**src/rtl/dwa_pkg.sv**
```systemverilog
package dwa_pkg;

  // Saturate a requested level to the number of available elements.
  function automatic int unsigned clamp_level(input int unsigned req,
                                              input int unsigned elems);
    return (req > elems) ? elems : req;
  endfunction

endpackage

```
**src/rtl/dwa_ptr.sv**
```systemverilog
module dwa_ptr #(
  parameter int unsigned ELEMS = 32,
  parameter int unsigned PTR_W = $clog2(ELEMS),
  parameter int unsigned CNT_W = $clog2(ELEMS + 1)
) (
  input  logic             clk,
  input  logic             rst_n,
  input  logic             ce,
  input  logic [CNT_W-1:0] step,
  output logic [PTR_W-1:0] ptr
);

  localparam int unsigned SUM_W = CNT_W + 1;

  logic [PTR_W-1:0] ptr_q, ptr_d;
  logic [SUM_W-1:0] sum;

  // Modulo add: step <= ELEMS and ptr < ELEMS, so at most one wrap.
  always_comb begin
    sum   = SUM_W'(ptr_q) + SUM_W'(step);
    ptr_d = ptr_q;
    if (ce) begin
      if (sum >= SUM_W'(ELEMS)) ptr_d = PTR_W'(sum - SUM_W'(ELEMS));
      else                      ptr_d = PTR_W'(sum);
    end
  end

  always_ff @(posedge clk or negedge rst_n) begin
    if (!rst_n) ptr_q <= '0;
    else        ptr_q <= ptr_d;
  end

  assign ptr = ptr_q;

  // pointer advances by the clamped step modulo the element count
  assert_ptr_step_R5: assert property (@(posedge clk) disable iff (!rst_n)
    ce |=> (int'(ptr_q) == (int'($past(ptr_q)) + int'($past(step))) % int'(ELEMS)));

  // pointer holds without an enable
  assert_ptr_hold_R8: assert property (@(posedge clk) disable iff (!rst_n)
    !ce |=> $stable(ptr_q));

endmodule

```
**src/rtl/dwa_mask.sv**
```systemverilog
module dwa_mask #(
  parameter int unsigned ELEMS = 32,
  parameter int unsigned PTR_W = $clog2(ELEMS),
  parameter int unsigned CNT_W = $clog2(ELEMS + 1)
) (
  input  logic [PTR_W-1:0] ptr,
  input  logic [CNT_W-1:0] cnt,
  output logic [ELEMS-1:0] mask
);

  logic [ELEMS-1:0]   therm;
  logic [2*ELEMS-1:0] dbl;

  // Thermometer code anchored at element 0.
  for (genvar i = 0; i < ELEMS; i++) begin : g_therm
    assign therm[i] = (cnt > CNT_W'(i));
  end

  // Rotate left by the pointer; the upper half of the doubled shift
  // carries bits that cross the top element back to element 0.
  always_comb begin
    dbl  = {therm, therm} << ptr;
    mask = dbl[2*ELEMS-1:ELEMS];
  end

endmodule

```
**src/rtl/dwa_selector.sv**
```systemverilog
module dwa_selector #(
  parameter int unsigned ELEMS   = 32,
  parameter int unsigned LEVEL_W = 6
) (
  input  logic               clk,
  input  logic               rst_n,
  input  logic               ce,
  input  logic [LEVEL_W-1:0] level,
  output logic [ELEMS-1:0]   sel_p,
  output logic [ELEMS-1:0]   sel_n
);

  localparam int unsigned PTR_W = $clog2(ELEMS);
  localparam int unsigned CNT_W = $clog2(ELEMS + 1);

  logic [CNT_W-1:0] cnt;
  logic [PTR_W-1:0] ptr;
  logic [ELEMS-1:0] mask;
  logic [ELEMS-1:0] sel_p_q, sel_p_d;
  logic [ELEMS-1:0] sel_n_q, sel_n_d;

  // saturate over-range codes to full scale
  always_comb begin
    cnt = CNT_W'(dwa_pkg::clamp_level(int'(level), ELEMS));
  end

  dwa_ptr #(.ELEMS(ELEMS), .PTR_W(PTR_W), .CNT_W(CNT_W)) u_ptr (
    .clk  (clk),
    .rst_n(rst_n),
    .ce   (ce),
    .step (cnt),
    .ptr  (ptr)
  );

  dwa_mask #(.ELEMS(ELEMS), .PTR_W(PTR_W), .CNT_W(CNT_W)) u_mask (
    .ptr (ptr),
    .cnt (cnt),
    .mask(mask)
  );

  always_comb begin
    sel_p_d = sel_p_q;
    sel_n_d = sel_n_q;
    if (ce) begin
      sel_p_d = mask;
      sel_n_d = ~mask;
    end
  end

  always_ff @(posedge clk or negedge rst_n) begin
    if (!rst_n) begin
      sel_p_q <= '0;
      sel_n_q <= '1;
    end else begin
      sel_p_q <= sel_p_d;
      sel_n_q <= sel_n_d;
    end
  end

  assign sel_p = sel_p_q;
  assign sel_n = sel_n_q;

  // the two sides are always complementary
  assert_complement_R3: assert property (@(posedge clk) disable iff (!rst_n)
    sel_n_q == ~sel_p_q);

  // number of enabled elements matches the clamped level
  assert_count_R2: assert property (@(posedge clk) disable iff (!rst_n)
    ce |=> ($countones(sel_p_q) == int'($past(cnt))));

  // zero level switches everything off
  assert_zero_level_R6: assert property (@(posedge clk) disable iff (!rst_n)
    (ce && level == '0) |=> (sel_p_q == '0));

  // full-scale or over-range level switches everything on
  assert_full_level_R7: assert property (@(posedge clk) disable iff (!rst_n)
    (ce && int'(level) >= int'(ELEMS)) |=> (&sel_p_q));

  // outputs hold while the enable is low
  assert_out_hold_R8: assert property (@(posedge clk) disable iff (!rst_n)
    !ce |=> $stable(sel_p_q));

endmodule

```
**config.mk**
```make
export PLATFORM = sky130hd
export DESIGN_NAME = dwa_selector
export DESIGN_NICKNAME = d
export VERILOG_FILES = /design/src/rtl/dwa_pkg.sv /design/src/rtl/dwa_ptr.sv /design/src/rtl/dwa_mask.sv /design/src/rtl/dwa_selector.sv
export SDC_FILE = /design/constraint.sdc
export NUM_CORES = 1
export LEC_CHECK = 0
export BUFFER_PORTS_ARGS = -buffer_cell sky130_fd_sc_hd__buf_4
export CAP_MARGIN = 15
export CORE_ASPECT_RATIO = 1.5
export CORE_MARGIN = 5
export CORE_UTILIZATION = 50
export CTS_BUF_LIST = sky130_fd_sc_hd__clkbuf_8
export DETAILED_ROUTE_END_ITERATION = 16
export GPL_ROUTABILITY_DRIVEN = 0
export HOLD_SLACK_MARGIN = 0.05
export PLACE_DENSITY = 0.68
export SLEW_MARGIN = 25
export SYNTH_ARGS = -nofsm -noshare
export SYNTH_HDL_FRONTEND = slang
export SYNTH_SLANG_ARGS = --single-unit
```
**constraint.sdc**
```tcl
create_clock -name clk -period 2.2 [get_ports clk]
set_input_delay 0.44 -clock clk [delete_from_list [all_inputs] [get_ports clk]]
set_output_delay 0.44 -clock clk [all_outputs]
set_load 0.005 [all_outputs]
```
==> impl_metrics.csv, run 1 <==
group,metric,value,unit
synthesis,yosysSeqAreaShare,33.91,%
clock_tree,cts_buffer_depth,2,
global_route,grt_usage,28.19,%
drt,drt_iter0_markers,702,
cells_and_area,area_growth,36.91,%
drt,route.detailed.drc,0,
cells_and_area,n_fill_cell,819,
pwr,power,0.009589,W
synthesis,synth-seq-cells,69,
sta,rsz0062_at_grt,"true",
synthesis,synth-edff-count,0,
sta,setup_slack,20.81,ps
drt,routed_via_density,6.582,
clock_tree,cts.htree.levels,3,
sta,fin_worst_skew,18.51,ps
sta,fin_crit,2179,ps
place,numPortBuffers,72,
sta,maxSlewHeadroom,63.12,%
job,drv_cap,0,
synthesis,synth.avg_cell_area,8.499,µm²
synthesis,async_flop_share,100.0,%
pwr,p_leak,2.986,nW
synthesis,synth_top_cell_by_area,"dfrtp_1",
clock_tree,cts_buffers,9,
global_route,use_met3,5.017,%
sta,maxSlewViolCount,0,
synthesis,synth.most_common_cell,"nor2_1",
sta,tightestPinTransition,545.7,ps
synthesis,synth.cell_area,5210,µm²
critical_path,critPathLaunchType,"flop",
global_route,first_global_vias,5577,
critical_path,crit_start,"u_ptr.ptr[0]$_DFFE_PN0P_",
critical_path,crit_type,"reg2reg",
clock_tree,clkSinkCount,69,
drt,routedWlPerCell,20.30,µm
die,dieHeight,135.0,µm
critical_path,critPathArrivalTime,2480,ps
synthesis,netlist_top_cells_area,"dfrtp_1 (18%), dfstp_2 (16%), nor2_1 (4.7%)",
sta,hold_ws,71.13,ps
die,fp-row-count,45,
synthesis,syn_nets,627,
drt,routed_wl,18270,µm
clock_tree,insertion_delay,360,ps
synthesis,synth_top_cells_by_count,"nor2_1 (65), nand2_1 (51), dfrtp_1 (37)",
drt,vias,5924,
critical_path,r2r_cells,8,
sta,max_clock_freq,0.4589,GHz
synthesis,ys_types,84,
global_route,grt_max_degree,70,
cells_and_area,nets,768,
die,die-area,12600,µm²
global_route,grtUsageMet1,35.47,%
critical_path,endpoint_kind,"flop",
synthesis,synth_top_area_share,17.77,%
worst_hold_path,hold_class,"in2async",
die,die_w,93.35,µm
cells_and_area,design_area,7133,µm²
critical_path,critPathRequiredTime,2500,ps
global_route,grt_overflow,0,
place,pre_cts_ws,-283.0,ps
drt,ant_nets,0,
die,io_pins,73,
sta,fin_crit_sh,99.05,%
global_route,grt_pass1_wl,28530,µm
clock_tree,cts_tree,"done",
critical_path,rr_endpoint,"sel_n[26]$_DFFE_PN1P_",
sta,setup_viol_count_final,0,
cells_and_area,drive_above_1_share,42.42,%
synthesis,yosysWarningCount,0,
pwr,power.density,1344,nW/µm²
synthesis,synthCells,613,
place,place_area,6491,µm²
global_route,grt_most_used_layer,"met2",
clock_tree,clk_root_buffer_cell,"clkbuf_8",
critical_path,cp_max_fo,8,
pwr,peakVddDrop,767.1,µV
place,dp_hpwl,13290,µm
cells_and_area,diodes,0,
sta,hold_viol,0,
die,core_area,10190,µm²
global_route,antenna_found_initial,0,
global_route,grt_use_met2,45.17,%
critical_path,r2r-start,"u_ptr.ptr[0]$_DFFE_PN0P_",
drt,first_pass_iters,5,
synthesis,ys.flop_type,"dfrtp_1",
outcome,status,"complete, no violations",
clock_tree,clkTransAtPathRegs,90,ps
critical_path,ff2ff_setup_slack,20,ps
die,initial_core_util,51.12,%
-- worst max-delay path, cell delays in order (launching register included) --
cell      delay (ps)
dfrtp_1          440
buf_6            160
o21a_1           260
o32ai_1          320
a211oi_1         120
buf_4            160
mux2i_1          270
o221a_4          270
o21a_1           120
-- repair_timing --
item                                    CTS  global route
gates resized for setup                   9            76
pin swaps                                 0            13
hold buffers                              0             0
setup buffers                             0             7
gates cloned                              0             0
endpoints found under the setup margin   26            57
-- sequential cells by signal (all words and copies together) (netlist names) --
register,flops
sel_n,32
sel_p,32
u_ptr.ptr,5
-- cell type report --
cell class | instances | area (µm²) | share of cell area (%)
flip-flops and latches | 69 | 1768 | 24.79
inverters | 24 | 93.84 | 1.316
well taps | 141 | 176.4 | 2.473
clock buffers | 9 | 123.9 | 1.737
clock inverters | 7 | 67.56 | 0.9472
repair buffers | 189 | 1475 | 20.68
multi-input cells | 461 | 3428 | 48.06
-- cells in the final DEF (no fill, tap or decap), drive strengths merged, types with 19 or more instances in the layout --
cell type,n
a21oi,34
dfrtp,37
buf,189
nand2,51
o21ai,31
dfstp,32
o221ai,19
a211oi,20
inv,23
nand3,20
nor2,65
nor3,19
-- power breakdown --
group | switching [W] | total (W) | internal, W
Clock | 0.000526 | 0.00104 | 0.000517
Sequential | 0.000404 | 0.00247 | 0.00207
Combinational | 0.00325 | 0.00607 | 0.00283
-- layer usage --
layer	up-vias	routed length [µm]
met5	-	0
met4	0	1110
met3	95	1432
met2	361	8738
met1	2835	6990
li1	2633	-
-- logic make-up after synthesis --
| group | Yosys count | synth area share (%) |
|---|---|---|
| AOI/OAI and AO/OA | 244 | 35.98 |
| xor gates and xnor gates | 4 | 0.6724 |
| adders and majority gates | 7 | 1.753 |
| buffers and inverters | 83 | 7.709 |
| DFF | 69 | 33.91 |
| muxes | 11 | 2.450 |
| and+or+nand+nor | 195 | 17.53 |
-- how the worst max path moves through the flow --
stage                               end  cells past startpoint
2_1_floorplan  u_ptr.ptr[4]$_DFFE_PN0P_                     12
3_3_place_gp       sel_n[2]$_DFFE_PN1P_                      8
3_5_place_dp      sel_p[18]$_DFFE_PN0P_                      9
4_1_cts            sel_n[2]$_DFFE_PN1P_                      8
5_1_grt           sel_p[22]$_DFFE_PN0P_                      7
6_report          sel_n[26]$_DFFE_PN1P_                      8
-- per-stage QoR --
stage,setup TNS [ps],utilization [%],cells
6_report,0,69.99,900
5_1_grt,-820.6,69.99,900
4_1_cts,0,66.00,894
3_5_place_dp,-5012,63.70,878
3_3_place_gp,-3390,63.70,878
2_1_floorplan,0,-,613
Power figures use the tool's default switching activity.
==> run 2: changes to the inputs <==
--- a/config.mk
+++ b/config.mk
@@ -18,4 +18,5 @@
 export SLEW_MARGIN = 25
 export SYNTH_ARGS = -nofsm -noshare
 export SYNTH_HDL_FRONTEND = slang
+export SYNTH_HIERARCHICAL = 1
 export SYNTH_SLANG_ARGS = --single-unit
==> impl_metrics.csv, run 2 <==
group,metric,value,unit
global_route,grt_overflow,0,
die,initial_core_util,50.63,%
critical_path,r2r_cells,9,
critical_path,cp_max_fo,5,
critical_path,crit_path_frequent_cell,"buf_4",
outcome,status,"finished with violations",
drt,route.detailed.drc,0,
critical_path,ff2ff_setup_slack,-410,ps
critical_path,r2r-start,"u_ptr/ptr[1]$_DFFE_PN0P_",
clock_tree,clkTransAtPathRegs,90,ps
clock_tree,cts_buffers,9,
drt,drt_iter0_markers,620,
critical_path,critPathBufInv,3,
drt,routed_wl,21050,µm
sta,tightestPinTransition,759.0,ps
sta,rsz0062_at_grt,"true",
critical_path,path_depth,9,
critical_path,cp_top_family,"multiplexers",
place,dp_hpwl,12840,µm
synthesis,syn_nets,582,
clock_tree,clkSinkCount,69,
critical_path,crit_path_top_delay_cell,"mux4_2",
cells_and_area,final_common_cell,"buf_4",
outcome,violations,"setup timing",
pwr,p_leak,3.622,nW
global_route,grt_max_degree,70,
pwr,power.density,1465,nW/µm²
drt,first_pass_iters,6,
synthesis,synth_top_area_share,17.36,%
synthesis,ys.flop_type,"dfrtp_1",
job,drv_cap,0,
sta,tns,-6531,ps
synthesis,synth_top_cells_by_count,"mux2i_1 (46), inv_1 (45), dfrtp_1 (37)",
critical_path,critPathRequiredTime,2450,ps
die,dieHeight,136.5,µm
global_route,first_global_vias,5808,
synthesis,synth_top_cell_by_area,"dfrtp_1",
synthesis,yosysSeqAreaShare,33.13,%
place,numPortBuffers,72,
sta,hold_viol,0,
die,io_pins,73,
global_route,antenna_found_initial,0,
clock_tree,insertion_delay,360,ps
pwr,power,0.01212,W
synthesis,synth.most_common_cell,"mux2i_1",
cells_and_area,fin_cells,900,
synthesis,async_flop_share,100.0,%
cells_and_area,design_area,8273,µm²
synthesis,synth.cell_area,5333,µm²
critical_path,critPathArrivalTime,2860,ps
critical_path,endpoint_kind,"flop",
synthesis,synth-seq-cells,69,
critical_path,crit_type,"reg2reg",
drt,routedWlPerCell,23.38,µm
place,place_inst,860,
synthesis,yosysWarningCount,6,
cells_and_area,diodes,0,
sta,fin_crit_sh,118.7,%
cells_and_area,layout_common_cells,"buf_4 (195), inv_1 (45), mux2_4 (40)",
clock_tree,cts_buffer_depth,2,
critical_path,slowest_delay,550,ps
die,die_w,94.32,µm
clock_tree,cts_tree,"done",
critical_path,crit_chain,"buf_6 -> o21ai_1 -> buf_4 -> o21ai_0 -> buf_4 -> nor2_1 -> a21oi_1 -> mux4_2 -> mux2_4",
synthesis,synth-edff-count,0,
cells_and_area,nets,765,
sta,fin_crit,2612,ps
synthesis,ys_types,77,
synthesis,synthCells,568,
die,fp-row-count,46,
global_route,grt_usage,29.94,%
die,core_area,10530,µm²
drt,vias,5975,
global_route,grt_pass1_wl,30210,µm
sta,max_clock_freq,0.3829,GHz
pwr,peakVddDrop,1285,µV
cells_and_area,drive_above_1_share,59.92,%
drt,ant_nets,0,
place,place_area,6899,µm²
cells_and_area,area_growth,55.14,%
sta,maxSlewViolCount,0,
synthesis,netlist_top_cells_area,"dfrtp_1 (17%), dfstp_2 (16%), mux2i_1 (8.6%)",
die,die-area,12870,µm²
sta,setup_viol_count_final,47,
synthesis,synth.avg_cell_area,9.388,µm²
critical_path,critPathLaunchType,"flop",
sta,maxSlewHeadroom,49.27,%
clock_tree,clk_root_buffer_cell,"clkbuf_8",
sta,fin_worst_skew,5.462,ps
worst_hold_path,hold_class,"in2async",
place,pre_cts_ws,-594.8,ps
sta,setup_slack,-411.8,ps
critical_path,crit_start,"u_ptr/ptr[1]$_DFFE_PN0P_",
clock_tree,cts.htree.levels,3,
drt,routed_via_density,6.639,
-- run 2: cell types whose count changed in the layout (fill, tap and decap cells not counted), sizes merged, moves of 25 or more --
cell   delta
nand2    -31
nor2     -42
buf      +39
inv      +25
mux2     +46
mux2i    +40
-- run 2: power breakdown --
| group | switching, W | internal [W] |
|---|---|---|
| registers | 0.000482 | 0.00215 |
| clock network | 0.000569 | 0.000656 |
| logic | 0.00409 | 0.00417 |
-- run 2: path summary, 6_finish.rpt --
kind	end
worst max-delay path	sel_p[13]$_DFFE_PN0P_
worst min-delay path	sel_p[17]$_DFFE_PN0P_
worst max register to register	sel_p[13]$_DFFE_PN0P_
worst min register to register	sel_n[20]$_DFFE_PN1P_
max in group asynchronous	sel_n[30]$_DFFE_PN1P_
min in group clk	sel_n[13]$_DFFE_PN1P_
-- run 2: final cells by class --
class                      instances  area (µm²)
multi-input combinational        398        4033
fill                             619        2260
timing repair buffer             228        1893
sequential                        69        1769
tap                              144       180.2
inverter                          45       168.9
clock buffer                       9       123.9
clock inverter                     7       105.1
-- run 2: repair_timing --
action	CTS	global route
gates cloned	0	1
setup endpoints to repair	63	63
hold buffers	0	0
resized for setup	108	92
setup buffers	17	11
pin swaps	31	35
-- run 2: layer usage --
layer / up-vias / GRT usage (%) / share of wire [%]
met4: 0 / 16.95 / 8.2
met2: 452 / 51.90 / 49
met3: 159 / 4.983 / 7.9
met1: 2853 / 34.43 / 35
met5: - / 0 / 0
li1: 2511 / - / -
-- run 2: cells by family after synthesis --
group	count (synthesis)	share of synthesized area (%)
AND/OR/NAND/NOR	114	11.33
flip-flops	69	33.13
multiplexers	97	20.88
adder cells (fa/ha/maj)	5	1.314
AO/OA/AOI/OAI	180	24.80
XOR/XNOR	2	0.3285
buffers and inverters	101	8.212
-- run 2: per-stage QoR --
step | hold WS [ps] | utilization (%)
floorplan | 144.4 | -
global placement | 453.5 | 65.50
detailed placement | 455.1 | 65.50
CTS | 89.10 | 73.90
global route | 90.13 | 78.55
finish | 74.06 | 78.55
-- run 2: worst reg2reg max path: stages, from the launching register on --
cell and delay, ps:
dfrtp_2 460, buf_6 150, o21ai_1 210, buf_4 180, o21ai_0 90, buf_4 160
nor2_1 270, a21oi_1 150, mux4_2 550, mux2_4 290
==> run 3: changes to the inputs <==
==> constraint.sdc (replaced) <==
create_clock -name clk -period 3.36 [get_ports clk]
set_input_delay 0.672 -clock clk [delete_from_list [all_inputs] [get_ports clk]]
set_output_delay 0.672 -clock clk [all_outputs]
set_load 0.005 [all_outputs]
==> impl_metrics.csv, run 3 (synthesized netlist as in run 2, its figures left out) <==
group,metric,value,unit
drt,routedWlPerCell,20.13,µm
sta,tightestPinTransition,1019,ps
pwr,power,0.006172,W
critical_path,slowest_delay,790,ps
clock_tree,cts_tree,"done",
sta,maxSlewHeadroom,31.79,%
drt,first_pass_iters,7,
sta,setup_slack,240.4,ps
sta,rsz0062_at_grt,"false",
global_route,first_global_vias,4951,
place,place_area,6125,µm²
clock_tree,ctsHoldBuffers,0,
critical_path,cp_max_fo,26,
sta,maxSlewViolCount,0,
clock_tree,post_cts_buffers,0,
global_route,grt_max_degree,70,
clock_tree,cts_buffer_depth,2,
clock_tree,clkTransAtPathRegs,90,ps
place,pre_cts_ws,-62.26,ps
pwr,p_leak,2.743,nW
drt,routed_via_density,6.406,
sta,hold_viol,0,
drt,drt_iter0_markers,639,
clock_tree,ctsResizeCount,0,
die,dieHeight,136.5,µm
drt,routed_wl,15720,µm
critical_path,critPathBufInv,3,
sta,setup_viol_count_final,0,
critical_path,endpoint_kind,"flop",
clock_tree,cts.htree.levels,3,
outcome,status,"complete, no violations",
cells_and_area,area_growth,18.61,%
die,io_pins,73,
global_route,grt_pass1_wl,25080,µm
die,core_area,10530,µm²
clock_tree,clk_root_buffer_cell,"clkbuf_8",
drt,route.detailed.drc,0,
pwr,peakVddDrop,523.7,µV
sta,fin_crit_sh,92.85,%
global_route,grt_overflow,0,
cells_and_area,diodes,0,
place,numPortBuffers,72,
critical_path,crit_chain,"buf_4 -> nor2b_2 -> buf_4 -> o31ai_2 -> a311oi_1 -> mux2_2 -> mux2i_1 -> buf_4 -> mux2i_1 -> mux2_4",
sta,fin_worst_skew,13.10,ps
sta,fin_crit,3120,ps
critical_path,crit_path_frequent_cell,"buf_4",
cells_and_area,final_common_cell,"buf_4",
critical_path,crit_type,"in2reg",
cells_and_area,nets,646,
global_route,grt_usage,24.77,%
drt,vias,5003,
critical_path,critPathRequiredTime,3650,ps
critical_path,critPathLaunchType,"input pin",
die,die-area,12870,µm²
die,fp-row-count,46,
critical_path,critPathArrivalTime,3410,ps
cells_and_area,design_area,6325,µm²
job,drv_cap,0,
die,initial_core_util,50.63,%
cells_and_area,drive_above_1_share,35.79,%
critical_path,crit_path_top_delay_cell,"nor2b_2",
die,die_w,94.32,µm
clock_tree,clkSinkCount,69,
sta,max_clock_freq,0.3206,GHz
critical_path,cp_top_family,"multiplexers",
clock_tree,cts_buffers,9,
cells_and_area,layout_common_cells,"buf_4 (105), inv_1 (46), mux2i_1 (46)",
sta,tns,0,ps
clock_tree,insertion_delay,350,ps
cells_and_area,final_core_util,60.05,%
drt,ant_nets,0,
place,dp_hpwl,11190,µm
pwr,power.density,975.8,nW/µm²
global_route,antenna_found_initial,0,
worst_hold_path,hold_class,"in2async",
-- run 3: final timing paths --
path	from	to	slack, ps	cells past startpoint
worst min register to register	sel_n[3]$_DFFE_PN1P_	sel_n[3]$_DFFE_PN1P_	460	2
worst max register to register	u_ptr/ptr[0]$_DFFE_PN0P_	sel_p[6]$_DFFE_PN0P_	500	7
max in group asynchronous	rst_n	sel_p[5]$_DFFE_PN0P_	2360	1
min in group clk	sel_n[3]$_DFFE_PN1P_	sel_n[3]$_DFFE_PN1P_	460	2
worst min-delay path	rst_n	sel_p[21]$_DFFE_PN0P_	420	1
worst max-delay path	level[5]	sel_p[26]$_DFFE_PN0P_	240	10
-- run 3: report_power, final --
part           switching (W)  internal (W)  total, W
clock               0.000340      0.000362  0.000702
combinational        0.00188       0.00183   0.00372
sequential          0.000349       0.00140   0.00175
total                0.00257       0.00360   0.00617
-- run 3: worst register-to-register path: stages (launching register included) --
cell	delay [ps]
dfrtp_1	630
buf_4	310
o31ai_2	450
a21oi_1	170
o32a_1	340
mux2_2	280
mux2_2	290
mux2_4	260
-- run 3: layout make-up --
| class | instances | area (µm²) |
|---|---|---|
| fill | 890 | 4208 |
| multi-input combinational | 398 | 3141 |
| sequential | 69 | 1767 |
| timing repair buffer | 109 | 868.3 |
| tap | 144 | 180.2 |
| inverter | 45 | 168.9 |
| clock buffer | 10 | 137.6 |
| clock inverter | 6 | 62.56 |
-- run 3: per-stage QoR --
step	std cells	hold slack [ps]
6_report	781	418.7
5_1_grt	781	474.2
4_1_cts	781	432.3
3_5_place_dp	765	455.6
3_3_place_gp	765	452.1
2_1_floorplan	568	376.4
-- run 3: layer usage --
metal  share of wire (%)  GRT usage (%)
met4                 5.9          15.26
met2                  49          40.92
met1                  39          29.44
met3                 6.1          4.651
met5                   0              0
